### config.mk
export PLATFORM = sky130hd
export DESIGN_NAME = pwt_timer8
export DESIGN_NICKNAME = d
export VERILOG_FILES = /design/src/rtl/pwt_pkg.sv /design/src/rtl/pwt_sync_edge.sv /design/src/rtl/pwt_ctrl.sv /design/src/rtl/pwt_datapath.sv /design/src/rtl/pwt_timer8.sv
export SDC_FILE = /design/constraint.sdc
export NUM_CORES = 1
export LEC_CHECK = 0
export BUFFER_PORTS_ARGS = -buffer_cell sky130_fd_sc_hd__buf_2
export CAP_MARGIN = 20
export CORE_UTILIZATION = 50
export CTS_BUF_LIST = sky130_fd_sc_hd__clkbuf_4 sky130_fd_sc_hd__clkbuf_8
export DETAILED_ROUTE_END_ITERATION = 16
export HOLD_SLACK_MARGIN = 0.02
export PLACE_DENSITY = 0.85
export SLEW_MARGIN = 20
export SYNTH_ARGS = -nofsm -noshare
export SYNTH_HDL_FRONTEND = slang
export SYNTH_SLANG_ARGS = --single-unit
### constraint.sdc
create_clock -name clk -period 2.5 [get_ports clk]
set_input_delay 0.125 -clock clk [delete_from_list [all_inputs] [get_ports clk]]
set_output_delay 0.125 -clock clk [all_outputs]
set_load 0.01 [all_outputs]
### src/rtl/pwt_pkg.sv
package pwt_pkg;

  typedef enum logic [2:0] {
    MODE_ONESHOT = 3'd0,
    MODE_RELOAD  = 3'd1,
    MODE_HIGH    = 3'd2,
    MODE_LOW     = 3'd3,
    MODE_RISE    = 3'd4,
    MODE_FALL    = 3'd5,
    MODE_BOTH    = 3'd6,
    MODE_NONE    = 3'd7
  } mode_e;

  typedef enum logic [1:0] {
    ST_IDLE  = 2'd0,
    ST_COUNT = 2'd1,
    ST_ARM   = 2'd2,
    ST_MEAS  = 2'd3
  } state_e;

  // strobes from control to datapath
  typedef struct packed {
    logic loadRel;
    logic clrCnt;
    logic decCnt;
    logic incCnt;
    logic capture;
    logic capBump;
    logic setIrq;
    logic setOvf;
    logic clrOvf;
    logic outSet;
    logic outClr;
    logic outTgl;
  } strobe_t;

endpackage

### src/rtl/pwt_sync_edge.sv
module pwt_sync_edge #(
  parameter int STAGES = 2
) (
  input  logic clk,
  input  logic rstN,
  input  logic din,
  output logic rise,
  output logic fall
);
  logic [STAGES:0] pipe;

  always_ff @(posedge clk or negedge rstN) begin
    if (!rstN) pipe <= '0;
    else       pipe <= {pipe[STAGES-1:0], din};
  end

  assign rise = pipe[STAGES-1] & ~pipe[STAGES];
  assign fall = ~pipe[STAGES-1] & pipe[STAGES];
endmodule

### src/rtl/pwt_ctrl.sv
module pwt_ctrl
  import pwt_pkg::*;
#(
  parameter int WIDTH    = 8,
  parameter int MID_DIV  = 4,
  parameter int SLOW_DIV = 32,
  parameter int SYNC_STAGES = 2
) (
  input  logic             clk,
  input  logic             rstN,
  input  logic [2:0]       modeSel,
  input  logic [1:0]       clkSel,
  input  logic             startEn,
  input  logic             contMode,
  input  logic             extClk,
  input  logic             sigIn,
  input  logic [WIDTH-1:0] countVal,
  output strobe_t          strb
);
  localparam int MIDW  = $clog2(MID_DIV);
  localparam int SLOWW = $clog2(SLOW_DIV);

  mode_e  modeNow;
  state_e state, stateNext;
  logic   startPrev, startRise;
  logic   extRise, extFall, sigRise, sigFall;
  logic   tick, startEdge, endEdge, periodic;
  logic   cntZero, cntFull;
  logic [SLOWW-1:0] divCnt;

  assign modeNow   = mode_e'(modeSel);
  assign startRise = startEn & ~startPrev;
  assign cntZero   = (countVal == '0);
  assign cntFull   = &countVal;

  pwt_sync_edge #(.STAGES(SYNC_STAGES)) u_extSync (
    .clk(clk), .rstN(rstN), .din(extClk), .rise(extRise), .fall(extFall));
  pwt_sync_edge #(.STAGES(SYNC_STAGES)) u_sigSync (
    .clk(clk), .rstN(rstN), .din(sigIn), .rise(sigRise), .fall(sigFall));

  // prescaler, restarted by the start edge
  always_ff @(posedge clk or negedge rstN) begin
    if (!rstN) begin
      divCnt    <= '0;
      startPrev <= 1'b0;
      state     <= ST_IDLE;
    end else begin
      divCnt    <= startRise ? '0 : divCnt + 1'b1;
      startPrev <= startEn;
      state     <= stateNext;
    end
  end

  always_comb begin
    unique case (clkSel)
      2'd0:    tick = 1'b1;
      2'd1:    tick = &divCnt[MIDW-1:0];
      2'd2:    tick = &divCnt;
      default: tick = extRise & ~extFall;
    endcase
  end

  always_comb begin
    startEdge = 1'b0;
    endEdge   = 1'b0;
    periodic  = 1'b0;
    unique case (modeNow)
      MODE_HIGH: begin startEdge = sigRise; endEdge = sigFall; end
      MODE_LOW:  begin startEdge = sigFall; endEdge = sigRise; end
      MODE_RISE: begin startEdge = sigRise; endEdge = sigRise; periodic = 1'b1; end
      MODE_FALL: begin startEdge = sigFall; endEdge = sigFall; periodic = 1'b1; end
      MODE_BOTH: begin
        startEdge = sigRise | sigFall;
        endEdge   = sigRise | sigFall;
        periodic  = 1'b1;
      end
      default: ;
    endcase
  end

  always_comb begin
    strb      = '0;
    stateNext = state;
    if (!startEn) begin
      stateNext = ST_IDLE;
    end else if (startRise) begin
      strb.clrOvf = 1'b1;
      unique case (modeNow)
        MODE_ONESHOT: begin strb.loadRel = 1'b1; strb.outSet = 1'b1; stateNext = ST_COUNT; end
        MODE_RELOAD:  begin strb.loadRel = 1'b1; strb.outClr = 1'b1; stateNext = ST_COUNT; end
        MODE_NONE:    stateNext = ST_IDLE;
        default:      begin strb.clrCnt = 1'b1; strb.outClr = 1'b1; stateNext = ST_ARM; end
      endcase
    end else begin
      unique case (state)
        ST_COUNT: if (tick) begin
          if (cntZero) begin
            strb.setIrq = 1'b1;
            if (modeNow == MODE_ONESHOT) begin
              strb.outClr = 1'b1;
              stateNext   = ST_IDLE;
            end else begin
              strb.loadRel = 1'b1;
              strb.outTgl  = 1'b1;
            end
          end else begin
            strb.decCnt = 1'b1;
          end
        end
        ST_ARM: if (startEdge) begin
          strb.clrCnt = 1'b1;
          stateNext   = ST_MEAS;
        end
        ST_MEAS: begin
          if (endEdge) begin
            strb.capture = 1'b1;
            strb.setIrq  = 1'b1;
            strb.clrCnt  = 1'b1;
            if (tick) begin
              if (cntFull) strb.setOvf  = 1'b1;
              else         strb.capBump = 1'b1;
            end
            if (!contMode)     stateNext = ST_IDLE;
            else if (periodic) stateNext = ST_MEAS;
            else               stateNext = ST_ARM;
          end else if (tick) begin
            if (cntFull) strb.setOvf = 1'b1;
            else         strb.incCnt = 1'b1;
          end
        end
        default: ;
      endcase
    end
  end

  // while armed and waiting, the counter sits at zero
  p_arm_zero_r8: assert property (@(posedge clk) disable iff (!rstN)
    state == ST_ARM |-> countVal == '0);

endmodule

### src/rtl/pwt_datapath.sv
module pwt_datapath
  import pwt_pkg::*;
#(
  parameter int WIDTH = 8
) (
  input  logic             clk,
  input  logic             rstN,
  input  strobe_t          strb,
  input  logic [WIDTH-1:0] reloadVal,
  input  logic             irqClr,
  output logic [WIDTH-1:0] countVal,
  output logic [WIDTH-1:0] captureVal,
  output logic             timerOut,
  output logic             irqFlag,
  output logic             ovfFlag
);
  always_ff @(posedge clk or negedge rstN) begin
    if (!rstN) begin
      countVal   <= '0;
      captureVal <= '0;
      timerOut   <= 1'b0;
      irqFlag    <= 1'b0;
      ovfFlag    <= 1'b0;
    end else begin
      if (strb.loadRel)     countVal <= reloadVal;
      else if (strb.clrCnt) countVal <= '0;
      else if (strb.decCnt) countVal <= countVal - 1'b1;
      else if (strb.incCnt) countVal <= countVal + 1'b1;

      if (strb.capture)
        captureVal <= strb.capBump ? WIDTH'(countVal + 1'b1) : countVal;

      if (strb.outSet)      timerOut <= 1'b1;
      else if (strb.outClr) timerOut <= 1'b0;
      else if (strb.outTgl) timerOut <= ~timerOut;

      if (strb.setIrq)   irqFlag <= 1'b1;
      else if (irqClr)   irqFlag <= 1'b0;

      if (strb.setOvf)                    ovfFlag <= 1'b1;
      else if (strb.clrOvf || irqClr)     ovfFlag <= 1'b0;
    end
  end

  // a set request beats a simultaneous clear
  p_irq_set_wins_r9: assert property (@(posedge clk) disable iff (!rstN)
    strb.setIrq |=> irqFlag);

  // a clear with no set leaves the overflow flag low
  p_ovf_clear_r7: assert property (@(posedge clk) disable iff (!rstN)
    (strb.clrOvf && !strb.setOvf) |=> !ovfFlag);

endmodule

### src/rtl/pwt_timer8.sv
module pwt_timer8
  import pwt_pkg::*;
#(
  parameter int WIDTH       = 8,
  parameter int MID_DIV     = 4,
  parameter int SLOW_DIV    = 32,
  parameter int SYNC_STAGES = 2
) (
  input  logic             clk,
  input  logic             rstN,
  input  logic [2:0]       modeSel,
  input  logic [1:0]       clkSel,
  input  logic [WIDTH-1:0] reloadVal,
  input  logic             startEn,
  input  logic             contMode,
  input  logic             irqClr,
  input  logic             extClk,
  input  logic             sigIn,
  output logic [WIDTH-1:0] countVal,
  output logic [WIDTH-1:0] captureVal,
  output logic             timerOut,
  output logic             irqFlag,
  output logic             ovfFlag
);
  strobe_t strb;

  pwt_ctrl #(
    .WIDTH(WIDTH), .MID_DIV(MID_DIV), .SLOW_DIV(SLOW_DIV), .SYNC_STAGES(SYNC_STAGES)
  ) u_ctrl (
    .clk(clk), .rstN(rstN), .modeSel(modeSel), .clkSel(clkSel),
    .startEn(startEn), .contMode(contMode), .extClk(extClk), .sigIn(sigIn),
    .countVal(countVal), .strb(strb));

  pwt_datapath #(.WIDTH(WIDTH)) u_dp (
    .clk(clk), .rstN(rstN), .strb(strb), .reloadVal(reloadVal), .irqClr(irqClr),
    .countVal(countVal), .captureVal(captureVal), .timerOut(timerOut),
    .irqFlag(irqFlag), .ovfFlag(ovfFlag));

  // a halted timer keeps its count
  p_stop_hold_r10: assert property (@(posedge clk) disable iff (!rstN)
    !startEn |=> $stable(countVal) && $stable(timerOut));

  // every new capture comes with a raised interrupt
  p_cap_irq_r6: assert property (@(posedge clk) disable iff (!rstN)
    !$stable(captureVal) |-> irqFlag);

  // the one-shot output only drops at underflow
  p_oneshot_fall_r3: assert property (@(posedge clk) disable iff (!rstN)
    (modeSel == 3'd0 && $fell(timerOut)) |-> irqFlag);

  // overflow appears only with a saturated count or capture
  p_ovf_sat_r7: assert property (@(posedge clk) disable iff (!rstN)
    $rose(ovfFlag) |-> (countVal == '1 || captureVal == '1));

endmodule

==> results.sh <==
export IMPL_status="completed"
export IMPL_ant_nets=0
export IMPL_cap_viol_max_count=0
export IMPL_drc=0
export IMPL_synth_area_leader_cell="dfrtp_1"
export IMPL_wl_met3_um=312
export IMPL_grt_max_degree=34
export IMPL_grt_pass1_wl_um=8030
export IMPL_io_buffer_count=38
export IMPL_arrival_ns=2.55
export IMPL_period_needed_ns=2.34
export IMPL_ys_ff_latch=33
export IMPL_synth_compound_area_frac=0.201
export IMPL_comb_power_share=0.238
export IMPL_synth_seq_area_share=0.376
export IMPL_num_nets_final=308
export IMPL_cpLargestDelayFamily="compound AO/OA/AOI/OAI gates"
export IMPL_core_um2=4120
export IMPL_gr_total_overflow=0
export IMPL_r2r_end="u_dp.countVal[6]$_DFFE_PN0P_"
export IMPL_cts_setup_buffers=0
export IMPL_die_w_um=68.3
export IMPL_total_power_mw=1.61
export IMPL_vias=1903
export IMPL_syn_area_um2=2200
export IMPL_multiInputGateArea_um2=1270
export IMPL_synth_top_family_by_area="simple AND/OR/NAND/NOR gates"
export IMPL_synth_cells=240
export IMPL_hold_violations=0
export IMPL_async_flop_share=1.00
export IMPL_path_clk_slew_ns=0.08
export IMPL_ff2ff_path_depth=10
export IMPL_start_util=0.534
export IMPL_critPathBufInv=1
export IMPL_power_switching_uw=501
export IMPL_crit_chain="ha_1 > and3_1 > ha_1 > nor3b_4 > a311oi_4 > a41oi_1 > o32a_1 > buf_4 > nor3b_2 > a211oi_2"
export IMPL_cp_required_ns=2.71
export IMPL_clockRootBuffer="clkbuf_8"
export IMPL_synth_top_cell_area_share=0.376
export IMPL_reg2reg_setup_slack_ns=0.16
export IMPL_seq_area_um2=826
export IMPL_tightestPinTransition_ns=0.734
export IMPL_path_depth=10
export IMPL_clkSinkCount=33
export IMPL_synth_edf_count=0
export IMPL_yosysMostFrequentCell="dfrtp_1"
export IMPL_hold_class="input port to flip-flop"
export IMPL_ys_warn_count=0
export IMPL_numCtsBuffers=5
export IMPL_final_core_util=0.633
export IMPL_die_h_um=68.3
export IMPL_crit_type="flip-flop to flip-flop"
export IMPL_cp_end_kind="flip-flop"
export IMPL_dieArea_um2=4660
export IMPL_area_delta_synth_final_pct=18.6
export IMPL_finalSetupViolCount=0
export IMPL_vias_per_cell=5.73
export IMPL_r2r_start="u_ctrl.divCnt[0]$_DFF_PN0_"
export IMPL_slowest_delay_ns=0.38
export IMPL_fill_cells=343
export IMPL_wirelength_um=4940
export IMPL_synth_commonest_cells="33 x dfrtp_1, 28 x nand2_1, 16 x o21ai_0, 15 x nor2_1, 11 x inv_1"
export IMPL_clockBufferDepth=2
export IMPL_synth_distinct_cells=60
export IMPL_cts_tree="built"
export IMPL_worstSetupEndpoint="u_dp.countVal[6]$_DFFE_PN0P_"
export IMPL_rows=23
export IMPL_relSlewSlack=0.510
export IMPL_seq_power_share=0.428
export IMPL_synth_avg_cell_area_um2=9.15
export IMPL_post_route_period_util=0.937
export IMPL_grt_usage=0.233
export IMPL_p_leak_nw=1.18
export IMPL_critical_path_slowest_cell="a311oi_4"
export IMPL_postPlaceCellArea_um2=2400
export IMPL_wire_per_inst_um=14.9
export IMPL_worstSkewPairLatency_ns=0.29
export IMPL_io_pins=39
export IMPL_drt_iter0_markers=120
export IMPL_fin_area_um2=2600
export IMPL_startpoint="u_ctrl.divCnt[0]$_DFF_PN0_"
export IMPL_cpMostUsedCell="ha_1"
export IMPL_top_layer_used="met4"
export IMPL_met2_length_um=2130
export IMPL_critPathLaunchType="flip-flop"
export IMPL_power_density_nw_per_um2=619
export IMPL_fmax_ghz=0.427
export IMPL_first_pass_iters=4
export IMPL_clock_skew_ns=0.0106
export IMPL_gp_congestion=1.00
export IMPL_whs_ns=0.0280
export IMPL_htreeDepth=2
export IMPL_syn_nets=267
export IMPL_synthFlopType="dfrtp_1"
export IMPL_met1Wirelength_um=2440
export IMPL_antenna_found_initial=0
export IMPL_clkPwrFrac=0.335
export IMPL_swShare=0.311
export IMPL_synth_area_top_cells="dfrtp_1 38%, nand2_1 4.8%, ha_1 4.0%, o21ai_0 3.6%, xnor2_1 3.2%"
export IMPL_grt_pass1_vias=1700
export IMPL_synth_fa_ha_area_frac=0.0399
export IMPL_ir_drop_mv=0.342
export IMPL_synthSimpleGateAreaFrac=0.260
export IMPL_slew_viol_final=0
export IMPL_diodes=0
export IMPL_internal_power_mw=1.11
export IMPL_drive_gt1_frac=0.270
export IMPL_synth_mux_area_frac=0.0188
export IMPL_dpl_hpwl_um=3550
export IMPL_yosys_area_share_xor_xnor=0.0399
export IMPL_critPathMaxFanout=6
==> cell usage in the layout, fill, tap and decap left out, types with 4 or more instances in the layout <==
cell | netlist | routed
a21oi_1 | 7 | 7
and2_1 | 7 | 6
and3_1 | 6 | 6
buf_2 | 5 | 38
buf_4 | 1 | 7
clkbuf_8 | 0 | 6
dfrtp_1 | 33 | 33
dlygate4sd3_1 | 0 | 4
ha_1 | 7 | 7
inv_1 | 11 | 11
nand2_1 | 28 | 28
nand3_1 | 9 | 9
nor2_1 | 15 | 15
nor3_1 | 6 | 6
o21ai_0 | 16 | 16
xnor2_1 | 8 | 8
==> worst min path at each step <==
stage / startpoint / end / slack (ns) / cells past startpoint
after floorplan: rstN / u_ctrl.divCnt[0]$_DFF_PN0_ / -0.17 / 0
after global placement: rstN / u_ctrl.divCnt[2]$_DFF_PN0_ / 0.22 / 1
after detailed placement: rstN / u_ctrl.divCnt[3]$_DFF_PN0_ / 0.24 / 1
after CTS: startEn / u_ctrl.startPrev$_DFF_PN0_ / 0.02 / 1
after global routing: reloadVal[1] / u_dp.countVal[1]$_DFFE_PN0P_ / 0.03 / 3
final: reloadVal[1] / u_dp.countVal[1]$_DFFE_PN0P_ / 0.03 / 3
==> worst register-to-register path, cell delays in order (launching register included) <==
cell and delay, ns:
dfrtp_1 0.37, ha_1 0.21, and3_1 0.18, ha_1 0.18
nor3b_4 0.06, a311oi_4 0.38, a41oi_1 0.16, o32a_1 0.22
buf_4 0.16, nor3b_2 0.16, a211oi_2 0.19
==> flip-flops by register name, summed over array words and instances, names as in the netlist <==
| register | flops |
|---|---|
| u_dp.timerOut | 1 |
| u_dp.irqFlag | 1 |
| u_ctrl.u_sigSync.pipe | 3 |
| u_dp.countVal | 8 |
| u_ctrl.startPrev | 1 |
| u_dp.ovfFlag | 1 |
| u_ctrl.divCnt | 5 |
| u_ctrl.u_extSync.pipe | 3 |
| u_ctrl.state | 2 |
| u_dp.captureVal | 8 |
==> cells by family after synthesis <==
kind of cell | count (synthesis)
AND/OR/NAND/NOR | 100
AO/OA/AOI/OAI | 60
flip-flops | 33
buffers and inverters | 26
XOR/XNOR | 10
adder cells (fa/ha/maj) | 7
multiplexers | 4
==> stage by stage <==
stage / std cells / setup TNS, ns / setup WS [ns]
3_3_place_gp: 320 / 0 / 0.158
3_5_place_dp: 320 / 0 / 0.0903
4_1_cts: 331 / 0 / 0.0714
2_1_floorplan: 240 / 0 / 0.248
5_1_grt: 332 / -0.00616 / -0.00616
6_report: 332 / 0 / 0.156
==> timing repair <==
action,CTS,global route
hold buffers,3,1
setup endpoints to repair,0,8
resized for setup,0,7
endpoints found under the hold margin,35,1
==> area by class of cell <==
type,instances,area share
Clock buffer,7,0.0346
Clock inverter,1,0.0115
Inverter,11,0.0159
Multi-Input combinational cell,181,0.488
Sequential cell,33,0.317
Tap cell,50,0.0240
Timing Repair Buffer,49,0.109
==> power groups by stage <==
stage          combinational [mW]  sequential [mW]  clock (mW)
3_3_place_gp                0.358            0.693           0
3_5_place_dp                0.368            0.694           0
4_1_cts                     0.374            0.686       0.550
5_1_grt                     0.427            0.699       0.578
2_1_floorplan               0.290            0.657           0
6_report                    0.383            0.690       0.539
==> routing by layer <==
metal,vias to the layer above,track usage
li1,948,-
met1,888,0.340
met2,62,0.333
met3,5,0.0500
met4,0,0.0807
met5,-,0
No activity file was read; power rests on OpenSTA's default activity.
